File: config.mk
export PLATFORM = sky130hd
export DESIGN_NAME = eeprom_word_reader
export DESIGN_NICKNAME = d
export VERILOG_FILES = /design/src/rtl/ewr_pkg.sv /design/src/rtl/ewr_tick.sv /design/src/rtl/ewr_ctrl.sv /design/src/rtl/ewr_byte_out.sv /design/src/rtl/eeprom_word_reader.sv
export SDC_FILE = /design/constraint.sdc
export NUM_CORES = 1
export LEC_CHECK = 0
export BUFFER_PORTS_ARGS = -buffer_cell sky130_fd_sc_hd__buf_2
export CORE_AREA = 2 2 92 94
export DETAILED_ROUTE_END_ITERATION = 7
export DIE_AREA = 0 0 94 96
export GPL_ROUTABILITY_DRIVEN = 0
export PLACE_DENSITY = 0.73
export SYNTH_ARGS = -nofsm -noshare
export SYNTH_HDL_FRONTEND = slang
export SYNTH_SLANG_ARGS = --single-unit
File: constraint.sdc
create_clock -name clk_i -period 3 [get_ports clk_i]
set_input_delay 0.45 -clock clk_i [delete_from_list [all_inputs] [get_ports clk_i]]
set_output_delay 0.45 -clock clk_i [all_outputs]
set_load 0.01 [all_outputs]
File: src/rtl/ewr_pkg.sv
package ewr_pkg;
  localparam int OP_W   = 3;
  localparam logic [OP_W-1:0] RD_OP = 3'b110;
  localparam int WORD_W = 16;

  typedef enum logic [3:0] {
    ST_IDLE,
    ST_EN,
    ST_CS,
    ST_DUM_H,
    ST_TX_L,
    ST_TX_H,
    ST_RX_L,
    ST_RX_H,
    ST_TAIL,
    ST_NEXT
  } ewr_state_e;
endpackage

File: src/rtl/ewr_tick.sv
module ewr_tick #(
  parameter int HALF_CYC = 200
) (
  input  logic clk_i,
  input  logic rst_ni,
  input  logic en_i,
  output logic tick_o
);
  localparam int CW = (HALF_CYC > 2) ? $clog2(HALF_CYC) : 1;
  localparam logic [CW-1:0] LAST = CW'(HALF_CYC - 1);

  logic [CW-1:0] cnt_q;

  always_ff @(posedge clk_i or negedge rst_ni) begin
    if (!rst_ni)            cnt_q <= '0;
    else if (!en_i)         cnt_q <= '0;
    else if (cnt_q == LAST) cnt_q <= '0;
    else                    cnt_q <= cnt_q + 1'b1;
  end

  assign tick_o = en_i && (cnt_q == LAST);

  // phases last at least two cycles
  p_tick_gap_r10: assert property (@(posedge clk_i) disable iff (!rst_ni)
    tick_o |=> !tick_o);
endmodule

File: src/rtl/ewr_ctrl.sv
module ewr_ctrl
  import ewr_pkg::*;
#(
  parameter int WA_W  = 6,
  parameter int CNT_W = 8
) (
  input  logic               clk_i,
  input  logic               rst_ni,
  input  logic               start_i,
  input  logic [WA_W:0]      baddr_i,
  input  logic [CNT_W-1:0]   nbytes_i,
  input  logic               tick_i,
  input  logic               do_i,
  output logic               busy_o,
  output logic               done_o,
  output logic               rom_en_o,
  output logic               cs_o,
  output logic               sk_o,
  output logic               di_o,
  output logic [WORD_W-1:0]  word_o,
  output logic               word_vld_o
);
  localparam int TX_W = OP_W + WA_W;
  localparam int WL_W = CNT_W - 1;
  localparam int BC_W = $clog2(WORD_W);
  localparam logic [BC_W-1:0] TX_LAST = BC_W'(TX_W - 1);
  localparam logic [BC_W-1:0] RX_LAST = BC_W'(WORD_W - 1);

  ewr_state_e          st_q;
  logic [WA_W-1:0]     wa_q;
  logic [WL_W-1:0]     left_q;
  logic [BC_W-1:0]     bit_q;
  logic [TX_W-1:0]     tx_q;
  logic [WORD_W-1:0]   rx_q;
  logic                ok_req;
  logic                unused_b0;

  assign unused_b0 = baddr_i[0];
  assign ok_req    = start_i && (nbytes_i != '0) && !nbytes_i[0];

  always_ff @(posedge clk_i or negedge rst_ni) begin
    if (!rst_ni) begin
      st_q       <= ST_IDLE;
      wa_q       <= '0;
      left_q     <= '0;
      bit_q      <= '0;
      tx_q       <= '0;
      rx_q       <= '0;
      busy_o     <= 1'b0;
      done_o     <= 1'b0;
      rom_en_o   <= 1'b0;
      cs_o       <= 1'b0;
      sk_o       <= 1'b0;
      di_o       <= 1'b0;
      word_o     <= '0;
      word_vld_o <= 1'b0;
    end else begin
      done_o     <= 1'b0;
      word_vld_o <= 1'b0;
      case (st_q)
        ST_IDLE: if (ok_req) begin
          wa_q     <= baddr_i[WA_W:1];
          left_q   <= nbytes_i[CNT_W-1:1];
          busy_o   <= 1'b1;
          rom_en_o <= 1'b1;
          st_q     <= ST_EN;
        end
        ST_EN: if (tick_i) begin
          cs_o <= 1'b1;
          tx_q <= {RD_OP, wa_q};
          st_q <= ST_CS;
        end
        ST_CS: if (tick_i) begin
          sk_o <= 1'b1;                // idle pulse
          st_q <= ST_DUM_H;
        end
        ST_DUM_H: if (tick_i) begin
          sk_o  <= 1'b0;
          di_o  <= tx_q[TX_W-1];
          tx_q  <= tx_q << 1;
          bit_q <= '0;
          st_q  <= ST_TX_L;
        end
        ST_TX_L: if (tick_i) begin
          sk_o <= 1'b1;
          st_q <= ST_TX_H;
        end
        ST_TX_H: if (tick_i) begin
          sk_o <= 1'b0;
          if (bit_q == TX_LAST) begin
            di_o  <= 1'b0;
            bit_q <= '0;
            st_q  <= ST_RX_L;
          end else begin
            di_o  <= tx_q[TX_W-1];
            tx_q  <= tx_q << 1;
            bit_q <= bit_q + 1'b1;
            st_q  <= ST_TX_L;
          end
        end
        ST_RX_L: if (tick_i) begin
          sk_o <= 1'b1;
          st_q <= ST_RX_H;
        end
        ST_RX_H: if (tick_i) begin
          sk_o <= 1'b0;
          rx_q <= {rx_q[WORD_W-2:0], do_i};
          if (bit_q == RX_LAST) st_q <= ST_TAIL;
          else begin
            bit_q <= bit_q + 1'b1;
            st_q  <= ST_RX_L;
          end
        end
        ST_TAIL: if (tick_i) begin
          cs_o       <= 1'b0;
          word_o     <= rx_q;
          word_vld_o <= 1'b1;
          wa_q       <= wa_q + 1'b1;
          left_q     <= left_q - 1'b1;
          st_q       <= ST_NEXT;
        end
        ST_NEXT: if (tick_i) begin
          if (left_q == '0) begin
            busy_o   <= 1'b0;
            rom_en_o <= 1'b0;
            done_o   <= 1'b1;
            st_q     <= ST_IDLE;
          end else begin
            cs_o <= 1'b1;
            tx_q <= {RD_OP, wa_q};
            st_q <= ST_CS;
          end
        end
        default: st_q <= ST_IDLE;
      endcase
    end
  end

  p_di_steady_r5: assert property (@(posedge clk_i) disable iff (!rst_ni)
    (sk_o && $past(sk_o)) |-> $stable(di_o));
  p_cs_sk_low_r11: assert property (@(posedge clk_i) disable iff (!rst_ni)
    (cs_o != $past(cs_o)) |-> (!sk_o && !$past(sk_o)));
  p_sk_on_tick_r10: assert property (@(posedge clk_i) disable iff (!rst_ni)
    (sk_o != $past(sk_o)) |-> $past(tick_i));
  p_bad_count_r2: assert property (@(posedge clk_i) disable iff (!rst_ni)
    (!busy_o && start_i && nbytes_i[0]) |=> !busy_o);
  p_done_at_end_r9: assert property (@(posedge clk_i) disable iff (!rst_ni)
    $fell(busy_o) |-> (done_o && !rom_en_o));
endmodule

File: src/rtl/ewr_byte_out.sv
module ewr_byte_out
  import ewr_pkg::*;
(
  input  logic              clk_i,
  input  logic              rst_ni,
  input  logic [WORD_W-1:0] word_i,
  input  logic              word_vld_i,
  output logic [7:0]        byte_o,
  output logic              byte_vld_o
);
  logic [7:0] hi_q;
  logic       pend_q;

  always_ff @(posedge clk_i or negedge rst_ni) begin
    if (!rst_ni) begin
      hi_q       <= '0;
      pend_q     <= 1'b0;
      byte_o     <= '0;
      byte_vld_o <= 1'b0;
    end else if (word_vld_i) begin
      byte_o     <= word_i[7:0];
      hi_q       <= word_i[15:8];
      byte_vld_o <= 1'b1;
      pend_q     <= 1'b1;
    end else if (pend_q) begin
      byte_o     <= hi_q;
      byte_vld_o <= 1'b1;
      pend_q     <= 1'b0;
    end else begin
      byte_vld_o <= 1'b0;
    end
  end

  p_lo_first_r8: assert property (@(posedge clk_i) disable iff (!rst_ni)
    word_vld_i |=> (byte_vld_o && byte_o == $past(word_i[7:0])));
  p_hi_second_r8: assert property (@(posedge clk_i) disable iff (!rst_ni)
    (word_vld_i ##1 1'b1) |=> (byte_vld_o && byte_o == $past(word_i[15:8], 2)));
endmodule

File: src/rtl/eeprom_word_reader.sv
module eeprom_word_reader
  import ewr_pkg::*;
#(
  parameter int WA_W    = 6,
  parameter int CNT_W   = 8,
  parameter int CLK_MHZ = 200,
  parameter int HALF_US = 1
) (
  input  logic             clk_i,
  input  logic             rst_ni,
  input  logic             start_i,
  input  logic [WA_W:0]    addr_i,
  input  logic [CNT_W-1:0] count_i,
  output logic             busy_o,
  output logic             done_o,
  output logic [7:0]       byte_o,
  output logic             byte_vld_o,
  output logic             rom_en_o,
  output logic             cs_o,
  output logic             sk_o,
  output logic             di_o,
  input  logic             do_i
);
  // at least 3 so both bytes leave before the run ends
  localparam int HALF_CYC = (CLK_MHZ * HALF_US < 3) ? 3 : CLK_MHZ * HALF_US;

  logic              tick;
  logic [WORD_W-1:0] word;
  logic              word_vld;

  ewr_tick #(.HALF_CYC(HALF_CYC)) u_tick (
    .clk_i  (clk_i),
    .rst_ni (rst_ni),
    .en_i   (busy_o),
    .tick_o (tick)
  );

  ewr_ctrl #(.WA_W(WA_W), .CNT_W(CNT_W)) u_ctrl (
    .clk_i      (clk_i),
    .rst_ni     (rst_ni),
    .start_i    (start_i),
    .baddr_i    (addr_i),
    .nbytes_i   (count_i),
    .tick_i     (tick),
    .do_i       (do_i),
    .busy_o     (busy_o),
    .done_o     (done_o),
    .rom_en_o   (rom_en_o),
    .cs_o       (cs_o),
    .sk_o       (sk_o),
    .di_o       (di_o),
    .word_o     (word),
    .word_vld_o (word_vld)
  );

  ewr_byte_out u_bytes (
    .clk_i      (clk_i),
    .rst_ni     (rst_ni),
    .word_i     (word),
    .word_vld_i (word_vld),
    .byte_o     (byte_o),
    .byte_vld_o (byte_vld_o)
  );
endmodule

== Yosys cells after proc, flatten, opt, wreduce, memory -nomap -nowiden ==
Cells that the tools add are included.
Storage, ports and cells
  logic and storage cells: 136
  input port bits: 19
  output and inout bits: 15
  flip-flop bits (word level): 94
Cells by class
  reductions and logical operators: 27
  equal/unequal tests: 28
  muxes and demuxes: 59
  add/sub/neg operators: 4
Operator list (number)
  $mux W4: 16
  $mux W9: 6
  $pmux W4 S10: 1
  $pmux W9 S4: 1
  $mux W8: 4
  $ne A2 B2 Y1 const B: 12
  $mux W1: 18
  $eq A4 B3 Y1 const B: 4
  $eq A4 B4 Y1 const B: 4
  $mux W7: 2
  $pmux W7 S2: 1
  $mux W6: 2
  $pmux W4 S3: 1
  $pmux W6 S2: 1
  $reduce_and A10 Y1: 1
  $reduce_and A5 Y1: 2
  $reduce_bool A2 Y1: 5
  $reduce_and A3 Y1: 3
  $add A8 B1 Y8 const B: 1
  $eq A4 B2 Y1 const B: 2
  $eq A8 B8 Y1 const B: 1
  $ne A2 B1 Y1 const B: 4
  $reduce_bool A8 Y1: 1
  $logic_not A7 Y1: 1
  16 further kinds: 24

== Depth between registers and ports, before layout ==
Gate-level depths: netlist of run 1.
  word-level depth: 5
  depth in mapped cells: 8
  depth with buffers taken out: 7

== Modules after synthesis ==
A second synthesis of run 1 with hierarchy kept.
Second synthesis, totals
  cells, all modules: 390
  area, all modules: 4411.7 µm²
Modules (own cells, without submodules)
  ewr_ctrl: instances 1, cells an instance 295, area an instance 3260.6 µm², seq. area each 1701.6 µm²
  ewr_byte_out: instances 1, cells an instance 55, area an instance 743.2 µm², seq. area each 450.4 µm²
  ewr_tick: instances 1, cells an instance 40, area an instance 407.9 µm², seq. area each 200.2 µm²

== Least setup slack after synthesis of run 1 ==
No wires, ideal clock.
  kind: register to register
  start point: register u_ctrl.left_q[0]
  end point: register u_ctrl.tx_q[1]
  setup slack: 0.565 ns
  cell stages (with the launch flop): 9
  path buffers: 1
  data arrival time: 2.310 ns
  clock period less this slack: 2.435 ns
  data required time: 2.875 ns
  cell sequence: dfrtp_1 > inv_1 > ha_1 > or3b_4 > or3_4 > or3_4 > and3b_1 > buf_6 > mux2_4
Between the ends
  longest elaborated chain between the ends: 3
RTL lines
  from (decl): line ewr_ctrl.sv:31  | logic [WL_W-1:0] left_q;
  from (signal assigned): line ewr_ctrl.sv:63  | left_q <= nbytes_i[CNT_W-1:1];
  from (signal assigned): line ewr_ctrl.sv:119  | left_q <= left_q - 1'b1;
  $logic_not A7 Y1: line ewr_ctrl.sv:123  | if (left_q == '0) begin
  $ne A2 B2 Y1 (no source line)
  $reduce_and A7 Y1 (no source line)
  to (signal assigned): line ewr_ctrl.sv:80  | tx_q <= tx_q << 1;
  to (signal assigned): line ewr_ctrl.sv:96  | tx_q <= tx_q << 1;
  to (signal assigned): line ewr_ctrl.sv:130  | tx_q <= {RD_OP, wa_q};
  to (decl): line ewr_ctrl.sv:33  | logic [TX_W-1:0] tx_q;
No other way between the ends.
A chain may end at the register's enable or synchronous reset.

== Final worst setup path of run 1 ==
  start point: register u_ctrl.left_q[0]
  end point: register u_ctrl.tx_q[2]
The elaborated chain is that of the path after synthesis.

==> metrics.txt, run 1 <==
fraction of layout cells with a size suffix above 1=26.4%; initial antenna violation count=0; leading area contributor after synthesis=dfrtp_1; Mapped Avg Cell Area=11.3 um^2; Post-Synthesis Cells=381; largest net degree at the start of global routing=51; post-synthesis register bit count=94; Antenna Cells=0; cell count of the worst reg-to-reg path=7; Ys Warns=0; Initial Util=~54%; PwrDens=505 nW/um^2; area share of the largest cell type after synthesis=54.4%; DIE AREA=9020 um^2; number of port buffers=32; Most used DFF post-synth=dfrtp_1; max_cap viols=0; First-pass DRT Iterations=4; type of origin of the critical path=register; cell area after synthesis=4320 um^2; worst vdd ir=~0.00027 V; Die Y=roughly 96 um; CTS Hold Bufs=0; Placeable Area=8050 um^2; kind of critical path=register to register; postcts setup bufs=0; Fillers=667; fin. max-slew vios=0; drt wl/cell=about 15 um; DR iter-0 viols=80; Chip Width=94 um; met3 GRT Util=~3.8%; fin worst setup slack=310 ps; CTS tree=built; Final Skew=13.8 ps; Clock Latency Late Sink=~360 ps; GRT Total Usage=around a fifth; Worst Path Max Fanout=9; hold crit path type=input port to asynchronous set/reset pin; sequential area share after synthesis=a little over half; Num CTS Buffers=9; reg2reg setup slack=between 300 and 400 ps; DRT antenna net count=0; DP Worst Slack=328 ps; post-CTS sizing=0; grt met2 use=29.0%; measured slew at the worst slew-check pin=791 ps; Tmin final=2690 ps; Distinct cells, synth=48; RSZ-0062 raised after global routing=false; number of global-route vias before repair=2834; period utilization=89.7%; # IOs=34; nets@finish=436; CTS clk-pin slew, worst paths=100 ps; most used routing layer=met2; FFs w/ async S/R, synth=between 90% and 100%; clock sink count=94; final setup fails=0; DP HPWL=5420 um; Root Buffer=clkbuf_8; GR Util met1=26.6%; H-tree depth=3; reg2reg end=u_ctrl.tx_q[2]; CP arrival=2940 ps; setup TNS=0 ps; relative slew slack=a little under half; area delta synth->final=9.76%; Rows=33; Final Hold Viols=0; Overflow after GRT=0; Crit. End Element=register; routed vias/inst=5.61; Synth area leaders=dfrtp_1 54%, mux2_2 11%, mux2i_1 3.2%, o21ai_0 3.1%, a21oi_1 2.3%; first-pass GRT wire length=between 10000 and 15000 um; Critical R2R Launch=u_ctrl.left_q[0]; fmax=372 MHz; Longest Clk Path Bufs=2; Hold WS=102 ps; LEAKAGE=0.00225 uW; outcome=complete, no violations; Post-synth EDFFs=0; routed via count=between 2000 and 3000; WP data required=3260 ps; Remaining DRCs=0; post-synth net total=around 400; routed wire length=between 7000 and 8000 um
[how the worst max path moves through the flow]
| stage | end | from | slack (ps) | cells past startpoint |
|---|---|---|---|---|
| CTS | u_ctrl.tx_q[2] | u_ctrl.left_q[0] | 320 | 7 |
| finish | u_ctrl.tx_q[2] | u_ctrl.left_q[0] | 310 | 7 |
| detailed placement | u_ctrl.tx_q[2] | u_ctrl.left_q[0] | 330 | 7 |
| global route | u_ctrl.tx_q[3] | u_ctrl.left_q[0] | 210 | 7 |
| global placement | u_ctrl.tx_q[4] | u_ctrl.left_q[0] | 380 | 7 |
| floorplan | u_ctrl.tx_q[1] | u_ctrl.left_q[0] | 560 | 8 |
[kinds of logic after synthesis]
| logic type | share of synthesized area, % |
|---|---|
| and+or+nand+nor | 13.1 |
| DFF | 54.4 |
| AOI/OAI and AO/OA | 9.12 |
| muxes | 16.4 |
| buffers and inverters | 4.05 |
| xor gates and xnor gates | 1.42 |
| adders and majority gates | 1.45 |
[routing by layer]
| layer | vias to the layer above | routed length, um | part of all wire [%] |
|---|---|---|---|
| met1 | 1447 | 3840 | 49 |
| met3 | 13 | 274 | 3.5 |
| met4 | 0 | 141 | 1.8 |
| met5 | - | 0 | 0 |
| met2 | 54 | 3500 | 45 |
| li1 | 1414 | - | - |
[cell type report]
cell class	instances	area [um^2]	area share (%)
clock buffer	9	124	2.61
clock inverter	7	61.3	1.29
inverter	18	67.6	1.42
sequential	94	2350	49.6
timing repair buffer	37	213	4.48
tap	105	131	2.77
multi-input combinational	252	1790	37.8
[critical path, stage by stage, from the launching register on]
cell and delay [ps]:
dfrtp_1 390, inv_1 90, ha_1 200, or3b_4 410, or3_4 360, or3_4 390
and3b_1 380, mux2_4 370
[cell usage in the layout, fill, tap and decap left out, drive strengths merged, types with 3 or more instances in the layout]
cell and instances:
a21oi 20, dfrtp 94, xor2 5, and3 7
ha 5, nand3 17, mux2 49, inv 23
and2 4, nor2 24, o21ai 27, o22ai 9
or3 5, nor3 6, nand2 26, mux2i 14
buf 37, o31ai 5, clkbuf 9, nor4b 3
nand4 4
[through the flow]
step                      util (%)  std cells  total power (uW)  cell area (um^2)
final                         58.9        522              2390              4740
after global routing          58.9        522              2510              4740
after floorplan                  -        381              1550              4320
after detailed placement      56.6        506              1630              4560
after global placement        56.6        506              1610              4560
after CTS                     58.9        522              2420              4740
[power by group]
part / internal (uW) / total [uW] / leakage (uW) / switching, uW
Sequential: 1320 / 1380 / 0.00126 / 61.7
Combinational: 98.1 / 219 / 0.000897 / 121
Clock: 320 / 794 / 0.0000945 / 473
Total: 1740 / 2390 / 0.00225 / 656
[sequential cells by signal, indices dropped and copies added (netlist names)]
signal	count
u_ctrl.done_o	1
u_ctrl.bit_q	4
u_ctrl.word_vld_o	1
u_bytes.hi_q	8
u_ctrl.st_q	4
u_ctrl.word_o	16
u_ctrl.wa_q	6
u_ctrl.rom_en_o	1
u_bytes.byte_vld_o	1
u_ctrl.cs_o	1
u_ctrl.sk_o	1
u_tick.cnt_q	8
u_ctrl.di_o	1
u_ctrl.tx_q	9
u_bytes.pend_q	1
u_ctrl.rx_q	16
u_bytes.byte_o	8
u_ctrl.left_q	7
[synth_stat cells, types with 2 or more instances]
cell,n
o22ai_1,9
mux2i_1,14
nor3_1,6
ha_1,5
nand4_1,4
clkbuf_1,10
nand2b_1,2
dfrtp_1,94
nor2_1,24
clkbuf_8,3
o31ai_1,5
nor4b_1,2
or3_4,2
inv_1,18
nand3_1,17
and3_1,6
mux2_4,5
nand2_1,26
or2_2,2
buf_2,2
xnor2_1,2
o21ai_0,27
or3_1,2
a21oi_1,20
and2_1,3
mux2_2,44
nor2b_1,2
xor2_1,5
Note: power is estimated with default switching activity, not from simulation.
==> inputs of run 2 (changes only) <==
CELL_PAD_IN_SITES_DETAIL_PLACEMENT = 0   (was default)
CELL_PAD_IN_SITES_GLOBAL_PLACEMENT = 2   (was default)
CORE_AREA = 2 2 107 109   (was 2 2 92 94)
DIE_AREA = 0 0 109 111   (was 0 0 94 96)
PLACE_DENSITY = default   (was 0.73)
PLACE_DENSITY_LB_ADDON = 0.1   (was default)
==> run 2 against run 1 <==
  * Utilization down 14 points
  * Sequential share of layout area decreased by 2.0 points
  * Cell area is 4.1% higher
  * Largest power group unchanged
==> metrics.txt, run 2 (synthesized netlist as in run 1, its figures left out) <==
outcome=complete, no violations; relative slew slack=45.0%; first-pass GRT wire length=14900 um; CP peak stage delay=about 400 ps; post-CTS sizing=0; fmax=367 MHz; Final Skew=6.69 ps; WP data required=3220 ps; Switching Power=roughly 670 uW; Cell Int Power=2200 uW; DRT antenna net count=0; CTS tree=built; area delta synth->final=14.3%; commonest non-fill, non-tap cell in the layout=dfrtp_1; Hold WS=116 ps; Net Sw Frac=23.4%; H-tree depth=3; Placeable Area=around 11000 um^2; LEAKAGE=0.00231 uW; CTS Hold Bufs=0; Critical R2R Launch=u_ctrl.left_q[0]; measured slew at the worst slew-check pin=approximately 820 ps; Worst Path Max Fanout=9; PwrDens=581 nW/um^2; placed cell count=544; final setup fails=0; kind of critical path=register to register; max_cap viols=0; Longest Clk Path Bufs=2; Clock Latency Late Sink=330 ps; clock sink count=94; First-pass DRT Iterations=5; worst path cell trace=inv_1 > ha_1 > or3b_4 > or3_4 > or3_4 > and3b_1 > mux2_4; # IOs=34; routed vias/inst=5.17; Chip Width=109 um; nets@finish=436; routed via count=2897; drt wl/cell=between 15 and 20 um; delay-heaviest family, CP=simple AND/OR/NAND/NOR gates; crit path max-delay cell type=or3b_4; Initial Util=about 39%; combinational share of power=7.7%; setup TNS=0 ps; DR iter-0 viols=161; largest net degree at the start of global routing=52; hold crit path type=input port to asynchronous set/reset pin; Largest regs=u_ctrl.rx_q: 16 flops, u_ctrl.word_o: 16 flops, u_ctrl.tx_q: 9 flops; most used cell, CP=or3_4; GRT Total Usage=15.8%; commonest cells after routing, fill and taps aside=94 x dfrtp_1, 44 x mux2_2, 31 x buf_2; RSZ-0062 raised after global routing=false; CTS clk-pin slew, worst paths=70 ps; Reg power frac=48.1%; Clk pwr share=44.2%; Power Total=2870 uW; Fillers=1035; Root Buffer=clkbuf_16; routed wire length=around 8700 um; number of port buffers=32; fin. max-slew vios=0; CP arrival=between 2000 and 3000 ps; initial antenna violation count=0; Crit. End Element=register; period utilization=90.8%; type of origin of the critical path=register; Tmin final=2720 ps; number of global-route vias before repair=2969; DIE AREA=12100 um^2; Overflow after GRT=0; fraction of layout cells with a size suffix above 1=26.1%; postcts setup bufs=0; Antenna Cells=0; Die Y=around 110 um; DP HPWL=5890 um; Cell Count, Final, Fillers Out=560; Remaining DRCs=0; Final Hold Viols=0; Num CTS Buffers=9; critical path startpoint=u_ctrl.left_q[0]; Crit path buffers/inverters=1; worst vdd ir=between 0.0002 and 0.00025 V; Rows=39
-- run 2: metrics by stage --
stage | instance area (um^2) | util [%] | setup WS [ps]
after floorplan | 4320 | - | 565
after global placement | 4610 | 41.6 | 360
after detailed placement | 4610 | 41.6 | 298
after CTS | 4940 | 44.6 | 275
after global routing | 4940 | 44.6 | 157
final | 4940 | 44.6 | 277
-- run 2: layout make-up --
cell class / count / area (um^2) / share of cell area [%]
sequential: 94 / 2350 / 47.6
tap: 143 / 179 / 3.62
clock buffer: 12 / 256 / 5.19
clock inverter: 4 / 77.6 / 1.57
inverter: 18 / 67.6 / 1.37
timing repair buffer: 37 / 213 / 4.31
multi-input combinational: 252 / 1790 / 36.3
-- run 2: routing by layer --
layer  vias up  track usage (%)  part of all wire, %
met2        40             25.0                   48
met4         0             6.58                  1.6
met3        11             2.12                  2.1
li1       1410                -                    -
met1      1436             21.7                   49
met5         -                0                    0
-- run 2: power by group through the flow --
stage	clock (uW)	sequential, uW	combinational, uW
2_1_floorplan	0	1380	170
3_3_place_gp	0	1410	218
3_5_place_dp	0	1410	227
4_1_cts	1310	1380	227
5_1_grt	1360	1390	257
6_report	1270	1380	221
-- run 2: final timing paths --
| kind | end | slack [ps] | cells after the start |
|---|---|---|---|
| worst max-delay path | u_ctrl.tx_q[2] | 280 | 7 |
| worst min-delay path | u_bytes.byte_vld_o | 120 | 1 |
| worst max register to register | u_ctrl.tx_q[2] | 280 | 7 |
| worst min register to register | u_tick.cnt_q[0] | 460 | 1 |
| max in group asynchronous | u_ctrl.left_q[0] | 2180 | 2 |
| min in group clk_i | u_ctrl.rx_q[0] | 360 | 2 |
-- run 2: worst reg2reg max path: cells and delay by family, from the launching register on --
| kind | cells | cell delay (ps) |
|---|---|---|
| fa+ha+maj | 1 | 210 |
| buf+inv | 1 | 90 |
| flops | 1 | 380 |
| mux | 1 | 380 |
| simple gates | 4 | 1550 |
==> inputs of run 3 (changes only) <==
SETUP_SLACK_MARGIN = 0.5   (was default)
==> run 3 against run 2 <==
  * Clock power barely moved
  * Setup slack improved by 290 ps
  * Routed wire length grew 0.48%
  * Sequential share of layout area fell by 0.37 points
  * Die area unchanged
  * Cell area increased by 0.79%
  * Highest routed layer unchanged
==> metrics.txt, run 3 (synthesized netlist as in run 1, its figures left out) <==
outcome=complete, no violations; Crit path buffers/inverters=1; Placeable Area=11100 um^2; CTS clk-pin slew, worst paths=approximately 70 ps; Reg power frac=47.9%; Cell Int Power=2210 uW; setup TNS=0 ps; critical path depth=7; nets@finish=approximately 440; routed via count=2909; Final Cell Area=about 5000 um^2; Die Y=around 110 um; Final Skew=between 8 and 9 ps; LEAKAGE=0.00232 uW; period utilization=about four fifths; DR WL met3=240 um; CP arrival=between 2000 and 3000 ps; type of origin of the critical path=register; length of routed wiring on met1=4130 um; PwrDens=581 nW/um^2; relative slew slack=between 40 and 50%; Critical R2R Launch=u_ctrl.left_q[0]; DP HPWL=5890 um; measured slew at the worst slew-check pin=816 ps; CTS tree=built; First-pass DRT Iterations=4; Chip Width=109 um; delay-heaviest family, CP=simple AND/OR/NAND/NOR gates; reg2reg setup slack=560 ps; fin. max-slew vios=0; GRT Total Usage=15.8%; DIE AREA=12100 um^2; Num CTS Buffers=9; Overflow after GRT=0; Root Buffer=clkbuf_16; routed wire length=8720 um; kind of critical path=register to register; number of global-route vias before repair=about 3000; Remaining DRCs=0; largest net degree at the start of global routing=52; Cell Count, Final, Fillers Out=563; commonest non-fill, non-tap cell in the layout=dfrtp_1; first-pass GRT wire length=~15000 um; Worst Path Max Fanout=8; # IOs=34; Net Sw Frac=23.5%; Initial Util=39.0%; hold crit path type=input port to asynchronous set/reset pin; worst vdd ir=0.000219 V; fraction of layout cells with a size suffix above 1=27.6%; reg2reg end=u_ctrl.tx_q[2]; drt wl/cell=about 15 um; routed vias/inst=5.17; met2 wire length=4220 um; H-tree depth=3; RSZ-0062 raised after global routing=true; DR iter-0 viols=between 100 and 150; Cell Area, Placed=~4600 um^2; Highest Signal Layer=met4; Largest regs=u_ctrl.rx_q: 16 flops, u_ctrl.word_o: 16 flops, u_ctrl.tx_q: 9 flops; Tmin final=approximately 2400 ps; Final Hold Viols=0; commonest cells after routing, fill and taps aside=94 x dfrtp_1, 44 x mux2_2, 31 x buf_2; combinational share of power=8.2%; most used cell, CP=or3_4; WP data required=~3200 ps; max_cap viols=0; initial antenna violation count=0; worst path cell trace=inv_2 > ha_4 > or3b_4 > or3_4 > or3_4 > and3b_4 > mux2_4; DRT antenna net count=0; number of port buffers=32; Antenna Cells=0; Clk pwr share=43.9%; Crit. End Element=register; Longest Clk Path Bufs=2; Clock Latency Late Sink=340 ps; Fillers=slightly above 1000; fmax=410 MHz; crit path max-delay cell type=dfrtp_1; final setup fails=0; Rows=39; clock sink count=94; Switching Power=680 uW; area delta synth->final=15.2%; cell count of the worst reg-to-reg path=7; placed cell count=544; CP peak stage delay=400 ps
==> run 3: stage by stage <==
stage               util [%]  hold slack, ps  power, uW  setup WS [ps]
finish                  44.9             122       2890            562
global route            44.9             156       3030            489
CTS                     44.8             145       2920            517
detailed placement      41.6             453       1630            298
global placement        41.6             443       1620            360
floorplan                  -             154       1550            565
==> run 3: layout make-up <==
| cell class | count | area [um^2] | area share (%) |
|---|---|---|---|
| clock buffers | 12 | 256 | 5.15 |
| clock inverters | 4 | 77.6 | 1.56 |
| inverters | 18 | 67.6 | 1.36 |
| multi-input cells | 252 | 1810 | 36.4 |
| flip-flops and latches | 94 | 2350 | 47.2 |
| well taps | 143 | 179 | 3.59 |
| repair buffers | 40 | 235 | 4.72 |
==> run 3: worst max-delay path by stage <==
stage                      from             end
4_1_cts        u_ctrl.left_q[0]  u_ctrl.tx_q[2]
3_5_place_dp   u_ctrl.left_q[0]  u_ctrl.tx_q[4]
5_1_grt        u_ctrl.left_q[1]  u_ctrl.tx_q[4]
6_report       u_ctrl.left_q[0]  u_ctrl.tx_q[2]
3_3_place_gp   u_ctrl.left_q[0]  u_ctrl.tx_q[3]
2_1_floorplan  u_ctrl.left_q[0]  u_ctrl.tx_q[1]
==> run 3: repair_timing <==
| item | in CTS | in global routing |
|---|---|---|
| gates resized for setup | 3 | 3 |
| pin swaps | 2 | 0 |
| hold buffers | 0 | 0 |
| setup endpoints to repair | 9 | 8 |
| buffers inserted | 2 | 1 |
| hold endpoints to repair | 0 | 0 |
==> run 3: per-layer routing <==
layer | up-vias | global-route usage [%]
met5 | - | 0
met4 | 0 | 6.84
met3 | 9 | 2.18
met2 | 50 | 24.9
met1 | 1427 | 21.7
li1 | 1423 | -
==> run 3: power groups by stage <==
stage,combinational (uW),clock [uW],sequential [uW]
after floorplan,170,0,1380
after global placement,218,0,1410
after detailed placement,227,0,1410
after CTS,229,1310,1380
after global routing,274,1360,1390
final,237,1270,1380
